File: src/rtl/sddma_pkg.sv
package sddma_pkg;
  typedef enum logic [2:0] {
    ST_IDLE,
    ST_FETCH,
    ST_MOVE,
    ST_WB,
    ST_DONE
  } dma_state_t;

  localparam int OWN_BIT       = 31;
  localparam int LAST_BIT      = 2;
  localparam int RAW_DATA_DONE = 3;
  localparam int RAW_CARD_EVT  = 16;
  localparam int DST_SUMMARY   = 8;
  localparam int DST_TX        = 0;
  localparam int DST_RX        = 1;
  localparam int DST_W         = 10;
endpackage

File: src/rtl/sddma_len_calc.sv
module sddma_len_calc #(
  parameter int MAX_DESC_BYTES = 8192,
  parameter int CW             = 32
) (
  input  logic [31:0]   size_word,
  input  logic [CW-1:0] remain,
  output logic [CW-1:0] chunk_bytes,
  output logic [CW-1:0] chunk_words
);
  localparam logic [31:0] MAXB = 32'(MAX_DESC_BYTES);

  logic [31:0]   eff_size;
  logic [CW-1:0] eff_cw;

  always_comb begin
    if (size_word == 32'd0)     eff_size = MAXB;
    else if (size_word > MAXB)  eff_size = MAXB;
    else                        eff_size = size_word;
    eff_cw      = CW'(eff_size);
    chunk_bytes = (eff_cw < remain) ? eff_cw : remain;
    chunk_words = (chunk_bytes + CW'(3)) >> 2;
  end
endmodule

File: src/rtl/sddma_ctrl.sv
module sddma_ctrl
  import sddma_pkg::*;
#(
  parameter int CW = 32
) (
  input  logic          clk,
  input  logic          rst_n,
  input  logic          start,
  input  logic          dma_en,
  input  logic          dir_write,
  input  logic          card_ready,
  input  logic [31:0]   desc_base,
  input  logic [CW-1:0] byte_count,
  input  logic [31:0]   block_size,
  output logic          mem_req,
  output logic          mem_we,
  output logic [31:0]   mem_addr,
  output logic [31:0]   mem_wdata,
  input  logic [31:0]   mem_rdata,
  input  logic          mem_ack,
  output logic          card_wvalid,
  output logic [31:0]   card_wdata,
  input  logic          card_wready,
  output logic          card_rready,
  input  logic [31:0]   card_rdata,
  input  logic          card_rvalid,
  output logic [31:0]   size_word,
  output logic [CW-1:0] remain,
  input  logic [CW-1:0] calc_bytes,
  input  logic [CW-1:0] calc_words,
  output logic          busy,
  output logic          xfer_dec,
  output logic [CW-1:0] xfer_bytes,
  output logic          done,
  output logic [31:0]   rawint_set,
  output logic [DST_W-1:0] dmastat_set
);
  dma_state_t    state_q, state_d;
  logic [1:0]    fidx_q, fidx_d;
  logic          phase_q, phase_d;
  logic          dir_q, dir_d;
  logic [31:0]   cur_q, cur_d;
  logic [CW-1:0] remain_q, remain_d;
  logic [CW-1:0] words_q, words_d;
  logic [CW-1:0] bytes_q, bytes_d;
  logic [31:0]   baddr_q, baddr_d;
  logic [31:0]   stat_q, stat_d;
  logic [31:0]   size_q, size_d;
  logic [31:0]   next_q, next_d;
  logic [31:0]   dbuf_q, dbuf_d;
  logic          step;
  logic          go;

  assign size_word = size_q;
  assign remain    = remain_q;

  always_comb begin
    go = start && (byte_count != '0) && (block_size != 32'd0) && dma_en &&
         (dir_write || card_ready);
  end

  always_comb begin
    state_d  = state_q;
    fidx_d   = fidx_q;
    phase_d  = phase_q;
    dir_d    = dir_q;
    cur_d    = cur_q;
    remain_d = remain_q;
    words_d  = words_q;
    bytes_d  = bytes_q;
    baddr_d  = baddr_q;
    stat_d   = stat_q;
    size_d   = size_q;
    next_d   = next_q;
    dbuf_d   = dbuf_q;
    step        = 1'b0;
    mem_req     = 1'b0;
    mem_we      = 1'b0;
    mem_addr    = cur_q;
    mem_wdata   = 32'd0;
    card_wvalid = 1'b0;
    card_wdata  = dbuf_q;
    card_rready = 1'b0;
    xfer_dec    = 1'b0;
    case (state_q)
      ST_IDLE: begin
        if (go) begin
          state_d  = ST_FETCH;
          fidx_d   = 2'd0;
          cur_d    = desc_base;
          remain_d = byte_count;
          dir_d    = dir_write;
        end
      end
      ST_FETCH: begin
        mem_req  = 1'b1;
        mem_addr = cur_q + {28'd0, fidx_q, 2'b00};
        if (mem_ack) begin
          case (fidx_q)
            2'd0: stat_d  = mem_rdata;
            2'd1: size_d  = mem_rdata;
            2'd2: baddr_d = {mem_rdata[31:2], 2'b00};
            default: next_d = mem_rdata;
          endcase
          fidx_d = fidx_q + 2'd1;
          if (fidx_q == 2'd3) begin
            state_d = ST_MOVE;
            phase_d = 1'b0;
            bytes_d = calc_bytes;
            words_d = calc_words;
          end
        end
      end
      ST_MOVE: begin
        if (dir_q) begin
          if (!phase_q) begin
            mem_req  = 1'b1;
            mem_addr = baddr_q;
            if (mem_ack) begin
              dbuf_d  = mem_rdata;
              phase_d = 1'b1;
            end
          end else begin
            card_wvalid = 1'b1;
            step        = card_wready;
          end
        end else begin
          if (!phase_q) begin
            card_rready = 1'b1;
            if (card_rvalid) begin
              dbuf_d  = card_rdata;
              phase_d = 1'b1;
            end
          end else begin
            mem_req   = 1'b1;
            mem_we    = 1'b1;
            mem_addr  = baddr_q;
            mem_wdata = dbuf_q;
            step      = mem_ack;
          end
        end
        if (step) begin
          baddr_d = baddr_q + 32'd4;
          words_d = words_q - CW'(1);
          phase_d = 1'b0;
          if (words_q == CW'(1)) state_d = ST_WB;
        end
      end
      ST_WB: begin
        mem_req   = 1'b1;
        mem_we    = 1'b1;
        mem_addr  = cur_q;
        mem_wdata = stat_q & ~(32'd1 << OWN_BIT);
        if (mem_ack) begin
          xfer_dec = 1'b1;
          remain_d = remain_q - bytes_q;
          if (stat_q[LAST_BIT] || (remain_q == bytes_q)) begin
            state_d = ST_DONE;
          end else begin
            cur_d   = next_q;
            fidx_d  = 2'd0;
            state_d = ST_FETCH;
          end
        end
      end
      ST_DONE: state_d = ST_IDLE;
      default: state_d = ST_IDLE;
    endcase
  end

  always_ff @(posedge clk or negedge rst_n) begin
    if (!rst_n) begin
      state_q  <= ST_IDLE;
      fidx_q   <= 2'd0;
      phase_q  <= 1'b0;
      dir_q    <= 1'b0;
      cur_q    <= 32'd0;
      remain_q <= '0;
      words_q  <= '0;
      bytes_q  <= '0;
      baddr_q  <= 32'd0;
      stat_q   <= 32'd0;
      size_q   <= 32'd0;
      next_q   <= 32'd0;
      dbuf_q   <= 32'd0;
    end else begin
      state_q  <= state_d;
      fidx_q   <= fidx_d;
      phase_q  <= phase_d;
      dir_q    <= dir_d;
      cur_q    <= cur_d;
      remain_q <= remain_d;
      words_q  <= words_d;
      bytes_q  <= bytes_d;
      baddr_q  <= baddr_d;
      stat_q   <= stat_d;
      size_q   <= size_d;
      next_q   <= next_d;
      dbuf_q   <= dbuf_d;
    end
  end

  always_comb begin
    busy        = (state_q != ST_IDLE);
    done        = (state_q == ST_DONE);
    xfer_bytes  = bytes_q;
    rawint_set  = 32'd0;
    dmastat_set = '0;
    if (done) begin
      rawint_set[RAW_DATA_DONE] = 1'b1;
      rawint_set[RAW_CARD_EVT]  = 1'b1;
      dmastat_set[DST_SUMMARY]  = 1'b1;
      if (dir_q) dmastat_set[DST_TX] = 1'b1;
      else       dmastat_set[DST_RX] = 1'b1;
    end
  end
endmodule

File: src/rtl/sd_desc_dma.sv
module sd_desc_dma
  import sddma_pkg::*;
#(
  parameter int MAX_DESC_BYTES = 8192,
  parameter int CW             = 32
) (
  input  logic              clk,
  input  logic              rst_n,
  input  logic              start,
  input  logic              dma_en,
  input  logic              dir_write,
  input  logic              card_ready,
  input  logic [31:0]       desc_base,
  input  logic [CW-1:0]     byte_count,
  input  logic [31:0]       block_size,
  output logic              mem_req,
  output logic              mem_we,
  output logic [31:0]       mem_addr,
  output logic [31:0]       mem_wdata,
  input  logic [31:0]       mem_rdata,
  input  logic              mem_ack,
  output logic              card_wvalid,
  output logic [31:0]       card_wdata,
  input  logic              card_wready,
  output logic              card_rready,
  input  logic [31:0]       card_rdata,
  input  logic              card_rvalid,
  output logic              busy,
  output logic              xfer_dec,
  output logic [CW-1:0]     xfer_bytes,
  output logic              done,
  output logic [31:0]       rawint_set,
  output logic [DST_W-1:0]  dmastat_set
);
  logic [31:0]   size_word;
  logic [CW-1:0] remain;
  logic [CW-1:0] calc_bytes;
  logic [CW-1:0] calc_words;

  sddma_len_calc #(.MAX_DESC_BYTES(MAX_DESC_BYTES), .CW(CW)) u_len (
    .size_word   (size_word),
    .remain      (remain),
    .chunk_bytes (calc_bytes),
    .chunk_words (calc_words)
  );

  sddma_ctrl #(.CW(CW)) u_ctrl (
    .clk         (clk),
    .rst_n       (rst_n),
    .start       (start),
    .dma_en      (dma_en),
    .dir_write   (dir_write),
    .card_ready  (card_ready),
    .desc_base   (desc_base),
    .byte_count  (byte_count),
    .block_size  (block_size),
    .mem_req     (mem_req),
    .mem_we      (mem_we),
    .mem_addr    (mem_addr),
    .mem_wdata   (mem_wdata),
    .mem_rdata   (mem_rdata),
    .mem_ack     (mem_ack),
    .card_wvalid (card_wvalid),
    .card_wdata  (card_wdata),
    .card_wready (card_wready),
    .card_rready (card_rready),
    .card_rdata  (card_rdata),
    .card_rvalid (card_rvalid),
    .size_word   (size_word),
    .remain      (remain),
    .calc_bytes  (calc_bytes),
    .calc_words  (calc_words),
    .busy        (busy),
    .xfer_dec    (xfer_dec),
    .xfer_bytes  (xfer_bytes),
    .done        (done),
    .rawint_set  (rawint_set),
    .dmastat_set (dmastat_set)
  );
endmodule

File: config.mk
export PLATFORM = sky130hd
export DESIGN_NAME = sd_desc_dma
export DESIGN_NICKNAME = d
export VERILOG_FILES = /design/src/rtl/sddma_pkg.sv /design/src/rtl/sddma_len_calc.sv /design/src/rtl/sddma_ctrl.sv /design/src/rtl/sd_desc_dma.sv
export SDC_FILE = /design/constraint.sdc
export NUM_CORES = 1
export LEC_CHECK = 0
export ABC_AREA = 1
export BUFFER_PORTS_ARGS = -buffer_cell sky130_fd_sc_hd__clkbuf_2
export CORE_MARGIN = 2
export CORE_UTILIZATION = 45
export DETAILED_ROUTE_END_ITERATION = 6
export PLACE_DENSITY = 0.62
export SLEW_MARGIN = 30
export SYNTH_ARGS = -nofsm -noshare
export SYNTH_HDL_FRONTEND = slang
export SYNTH_SLANG_ARGS = --single-unit
File: constraint.sdc
create_clock -name clk -period 4.3 [get_ports clk]
set_input_delay 0.86 -clock clk [delete_from_list [all_inputs] [get_ports clk]]
set_output_delay 0.86 -clock clk [all_outputs]
set_load 0.01 [all_outputs]
==> results of run 1 <==
## repair_timing
action	4_1_cts	5_1_grt
endpoints found under the setup margin	10	41
resized for setup	23	86
buffers inserted	27	18
hold buffers	0	0
pin swaps	18	39
gates cloned	0	1
## routing by layer
layer	part of all wire	routed length (um)
met1	0.43	31100
met3	0.061	4440
met4	0.045	3260
met5	0.00031	23
met2	0.47	34300
## report_power, final
group          internal [W]  leakage (nW)  switching [W]
clock network       0.00190         0.616        0.00133
logic              0.000697          7.46        0.00133
registers           0.00301          3.59       0.000230
total               0.00561          11.7        0.00288
## registers in the layout (all words and copies together) (netlist names)
register	count
u_ctrl.card_wdata	32
u_ctrl.cur_q	32
u_ctrl.next_q	32
u_ctrl.remain	32
u_ctrl.size_word	32
u_ctrl.words_q	32
u_ctrl.xfer_bytes	32
u_ctrl.stat_q	31
u_ctrl.baddr_q	30
u_ctrl.state_q	3
u_ctrl.fidx_q	2
u_ctrl.dir_q	1
u_ctrl.phase_q	1
## kinds of logic after synthesis
| logic type | after synthesis | synth area share |
|---|---|---|
| compound gates | 675 | 0.196 |
| xor+xnor | 47 | 0.0206 |
| fa+ha+maj | 77 | 0.0490 |
| buf+inv | 525 | 0.110 |
| flops | 292 | 0.366 |
| other cells | 1 | 0.000188 |
| simple gates | 1185 | 0.259 |
## placed cells by master (no fill, tap or decap), types with 8 or more instances in the layout
cell type,instances
clkbuf_2,298
buf_2,10
nand4_1,39
o21ai_1,11
nor2_2,30
o22ai_1,19
nor2_4,23
ha_1,73
clkbuf_8,8
nand2_4,13
o21ai_0,327
nand3b_1,11
o221ai_1,27
inv_2,8
xor2_1,40
nor4_1,23
o211ai_1,50
clkbuf_16,39
a21oi_1,113
a21boi_1,14
a21oi_2,8
a31oi_1,41
nor3_1,43
nor2_1,216
conb_1,55
dfrtp_1,289
o31ai_1,31
nand2_1,609
clkinv_2,8
inv_1,350
nand2_2,27
nand3_1,111
nand3_2,13
buf_4,66
## stage by stage
stage	hold WS, ps	cell area [um2]	power (W)	TNS, ps	instances
after floorplan	438	20200	0.00442	0	2856
after global placement	460	22000	0.00516	-27.2	3625
after detailed placement	473	22000	0.00519	-146	3625
after CTS	374	23500	0.00847	-2060	3719
after global routing	410	24000	0.00889	-3950	3738
final	311	24000	0.00849	-1270	3738
## path summary, 6_finish.rpt
check | startpoint | slack [ps] | cells after the start | to
setup / recovery | u_ctrl.cur_q[3] | -300 | 22 | mem_addr[29]
hold / removal | rst_n | 310 | 1 | u_ctrl.xfer_bytes[19]
setup reg to reg | u_ctrl.size_word[9] | 220 | 26 | u_ctrl.words_q[13]
hold reg to reg | u_ctrl.stat_q[3] | 480 | 2 | u_ctrl.stat_q[3]
max in group asynchronous | rst_n | 2960 | 2 | u_ctrl.next_q[0]
min in group clk | u_ctrl.stat_q[3] | 480 | 2 | u_ctrl.stat_q[3]
## layout make-up
class / instances / share of cell area
timing repair buffer: 384 / 0.0927
inverter: 363 / 0.0569
clock inverter: 17 / 0.00751
antenna: 1 / 0.000104
multi-input combinational: 2039 / 0.462
tap: 592 / 0.0309
sequential: 292 / 0.305
clock buffer: 50 / 0.0448
==> qor.csv, run 1 <==
metric,value,unit
status,"finished, violations left",
failing checks,"max-slew violations, negative setup slack",
Post-synth EDFFs,0,
CTS Buffer Depth,3,
Clock transition at path regs,60,ps
htree depth,2,
Peak supply drop,0.000313,V
Detailed Route WL,73.1,mm
Fin. Hold Viols,0,
1st-iter DRT viols,1673,
io pins,346,
"top cells by area, synth","dfrtp_1, nand2_1, o21ai_0",
slowest cell on the critical path,dfrtp_2,
GR Layer Usage met3,0.0476,
met1 GRT Util,0.407,
Slew @ Worst Pin,2660,ps
Routed wire per std cell,19.5,um
Synth Warn #,0,
largest net degree at the start of global routing,104,
Core Footprint,44000,um2
Post-DRT Antenna Nets,0,
max-slew violations,30,
"count leader, synth",nand2_1,
Synth top area share,0.366,
post-layout min period,4600,ps
Mapped Cells,2802,
total vias in the final route,20524,
Skew-Pair Late Insertion Delay,560,ps
GRT met2 Usage,0.513,
max cap viols,0,
PwrDens,354,nW/um2
die width,215,um
# setup viols final,6,
RSZ-0062 raised after global routing,yes,
Worst slew margin,-0.776,
Synth Area per Inst,7.13,um2
final net count,3363,
Leak,11.7,nW
row count,77,
CP peak stage delay,440,ps
Critical Path AT,3740,ps
Die Area,46100,um2
DRC errors left,0,
first-pass GRT wire length,113,mm
Fillers,4397,
CP Data Required Time,3440,ps
library cells used by synthesis,61,
Initial Util,0.454,
worst hold path type,in -> async,
grt ovf,0,
"Period Utilization, post-route",1.07,
"area leader, netlist",dfrtp_1,
Yosys reg bits,292,
Die Y,215,um
Crit path buffers/inverters,2,
Post-Place Worst Slack,-93.3,ps
vias in the first global route,19946,
CP endpoint kind,output port,
register area share after synthesis,0.366,
crit start category,register,
busiest grt layer,met2,
mapped cell area,20000,um2
Final Wtd Congestion,0.940,
Pre-antenna DRT Iters,5,
crit path cell chain,ha_4 -> nand3_2 -> nand2_2 -> nand2_4 -> nor2_4 -> nand2_2 -> nor2_4 -> nand3_4 -> nor2_4 -> nand4_1 -> nor2_2 -> nand4_1 -> nor2_2 -> nand4_1 -> nor2_1 -> nand2_1 -> nor2_2 -> inv_2 -> o21ai_2 -> nand3_1 -> o221ai_2 -> buf_2,
clock skew,19.3,ps
Fmax,218,MHz
Clock Tree Root,clkbuf_16,
Reg area,7310,um2
HPWL after detailed placement,54.7,mm
"Max FO, Critical Path",3,
final setup margin,-296,ps
gr usage total,0.312,
share of cells above drive strength 1,0.192,
vias per std cell,5.49,
Port-buffer cells,308,
cts bufs inserted,37,
CTS tree,yes,
critical path class,reg -> out,
Area Overhead vs Synth,20.1,%
Main synth FF type,dfrtp_1,
Clock Sink Count,292,
Async SR Flop Fraction,1.00,
Final Util,0.545,
Synth top cells by count,"nand2_1, inv_1, o21ai_0",
cell family with most CP delay,simple AND/OR/NAND/NOR gates,
Multi-input gate area,11100,um2
initial antenna violation count,3,
No activity file was read; power rests on OpenSTA's default activity.
==> run 2, diff against run 1 <==
--- a/config.mk
+++ b/config.mk
@@ -14,4 +14,5 @@
 export SLEW_MARGIN = 30
 export SYNTH_ARGS = -nofsm -noshare
 export SYNTH_HDL_FRONTEND = slang
+export SYNTH_HIERARCHICAL = 1
 export SYNTH_SLANG_ARGS = --single-unit
==> qor.csv, run 2 <==
metric,value,unit
status,"finished, final reports clean",
DRC errors left,0,
Clock transition at path regs,60,ps
most frequent cells in the layout,"nand2_1, inv_1, nor2_1",
Synth top cells by count,"nand2_1, inv_1, nor2_1",
io pins,346,
R2R setup slack,280,ps
final setup margin,278,ps
Critical Path AT,4470,ps
gr usage total,0.330,
total vias in the final route,22642,
CP Data Required Time,4750,ps
Pre-antenna DRT Iters,6,
R2R Path End,u_ctrl/words_q[12],
Final Wtd Congestion,0.958,
Worst slew margin,0.390,
1st-iter DRT viols,2497,
htree depth,2,
Final Util,0.533,
"area leader, netlist",dfrtp_1,
max-slew violations,0,
RR Startpoint,u_ctrl/size_word[14],
Detailed Route WL,83.5,mm
final cell count without fillers,4146,
"Max FO, Critical Path",16,
row count,79,
Clock Tree Root,clkbuf_16,
setup TNS,0,ps
Routed wire per std cell,20.1,um
Fin. Hold Viols,0,
Clock Sink Count,292,
PwrDens,795,nW/um2
CTS tree,yes,
HPWL after detailed placement,65.6,mm
worst setup path end,u_ctrl/words_q[12],
largest net degree at the start of global routing,105,
Die Area,49300,um2
worst hold path type,in -> async,
Synth Area per Inst,6.69,um2
Port-buffer cells,308,
vias in the first global route,20969,
Cell Count Post-Placement,4057,
post-layout min period,4020,ps
Synth Warn #,6,
crit start category,register,
Post-DRT Antenna Nets,0,
# setup viols final,0,
Main synth FF type,dfrtp_1,
Initial Util,0.458,
Skew-Pair Late Insertion Delay,590,ps
final net count,3751,
CTS Buffer Depth,3,
vias per std cell,5.46,
library cells used by synthesis,62,
Mapped Cells,3198,
"commonest non-fill, non-tap cell in the layout",nand2_1,
Synth top area share,0.341,
share of cells above drive strength 1,0.158,
CP endpoint kind,register,
Core Footprint,46800,um2
Post-synth EDFFs,0,
Setup crit start,u_ctrl/size_word[14],
Fmax,249,MHz
Async SR Flop Fraction,1.00,
Peak supply drop,0.000472,V
register area share after synthesis,0.341,
initial antenna violation count,10,
die width,222,um
Slew @ Worst Pin,915,ps
"top cells by area, synth","dfrtp_1, nand2_1, inv_1",
Area Overhead vs Synth,16.4,%
Die Y,222,um
"count leader, synth",nand2_1,
Post-CTS Hold Buffers,0,
worst reg2reg path depth,24,
clock skew,23.5,ps
mapped cell area,21400,um2
first-pass GRT wire length,125,mm
grt ovf,0,
RSZ-0062 raised after global routing,yes,
"Period Utilization, post-route",0.935,
critical path class,reg -> reg,
Yosys reg bits,292,
max cap viols,0,
Leak,13.2,nW
Post-Place Worst Slack,83.9,ps
cts bufs inserted,36,
run 2: cell count changes in the layout (fill, tap and decap cells not counted), moves of 18 or more:
cell,previous run,this run
nand2_1,609,927
o21ai_0,327,201
nor2_1,216,330
nand3_1,111,190
inv_1,350,415
o21ai_1,11,60
o211ai_1,50,16
mux2i_1,0,32
o31ai_1,31,0
a32o_1,0,30
xor2_1,40,15
nor4_1,23,5
run 2: worst min path at each step:
stage                     slack [ps]                     to        startpoint  cells after the start
final                            370  u_ctrl/xfer_bytes[28]             rst_n                      1
after global routing             430      u_ctrl/remain[29]             rst_n                      1
after CTS                        390      u_ctrl/remain[29]             rst_n                      1
after detailed placement         470       u_ctrl/next_q[8]  u_ctrl/next_q[8]                      2
after global placement           470       u_ctrl/next_q[3]  u_ctrl/next_q[3]                      2
after floorplan                  450       u_ctrl/next_q[0]  u_ctrl/next_q[0]                      2
run 2: cell type report:
type	instances	area, um2
antenna	5	12.5
clock buffer	56	1020
clock inverter	8	129
fill	4789	21800
inverter	432	1630
multi-input combinational	2374	12000
sequential	292	7310
tap	607	759
timing repair buffer	372	2080
run 2: critical path, stage by stage, from the launching register on:
cell	delay (ps)
dfrtp_1	390
nor2_2	170
nand2_1	130
nor4_1	400
nor2_1	90
inv_1	110
ha_4	210
a21oi_2	110
nor2_1	60
a2111oi_2	410
nand2_2	110
nand2_4	150
nand2_8	100
buf_12	160
nand2_1	100
o21ai_4	90
buf_4	150
nand2_2	80
nor2_1	50
nand2_1	120
nor2_4	50
xor2_1	130
or2_2	300
a21oi_1	140
a21oi_1	50
run 2: cell families after synthesis:
logic type                 share of synthesized area
AOI/OAI and AO/OA                              0.143
xor gates and xnor gates                     0.00859
buffers and inverters                          0.118
other                                       0.000351
adders and majority gates                     0.0440
muxes                                         0.0160
DFF                                            0.341
and+or+nand+nor                                0.329
run 2: layer usage:
metal | GRT usage | part of all wire | vias up
li1 | - | - | 10858
met1 | 0.489 | 0.46 | 10669
met2 | 0.478 | 0.42 | 999
met3 | 0.0790 | 0.098 | 110
met4 | 0.0905 | 0.024 | 6
met5 | 0 | 0.00041 | -
run 2: repair_timing:
item                                    4_1_cts  5_1_grt
setup buffers                                 0       18
endpoints found under the setup margin        0       29
resized for setup                             0       49
run 2: where the power goes:
group | leakage, nW | switching, W | internal (W)
registers | 3.57 | 0.00134 | 0.00406
logic | 9.08 | 0.00772 | 0.00369
clock network | 0.547 | 0.00130 | 0.00171
total | 13.2 | 0.0104 | 0.00945
run 2: per-stage QoR:
step / cell area [um2] / hold WS [ps] / total power [W]
floorplan: 21600 / 452 / 0.0126
global placement: 23400 / 466 / 0.0162
detailed placement: 23400 / 472 / 0.0163
CTS: 24600 / 391 / 0.0194
global route: 24900 / 429 / 0.0214
finish: 24900 / 371 / 0.0198
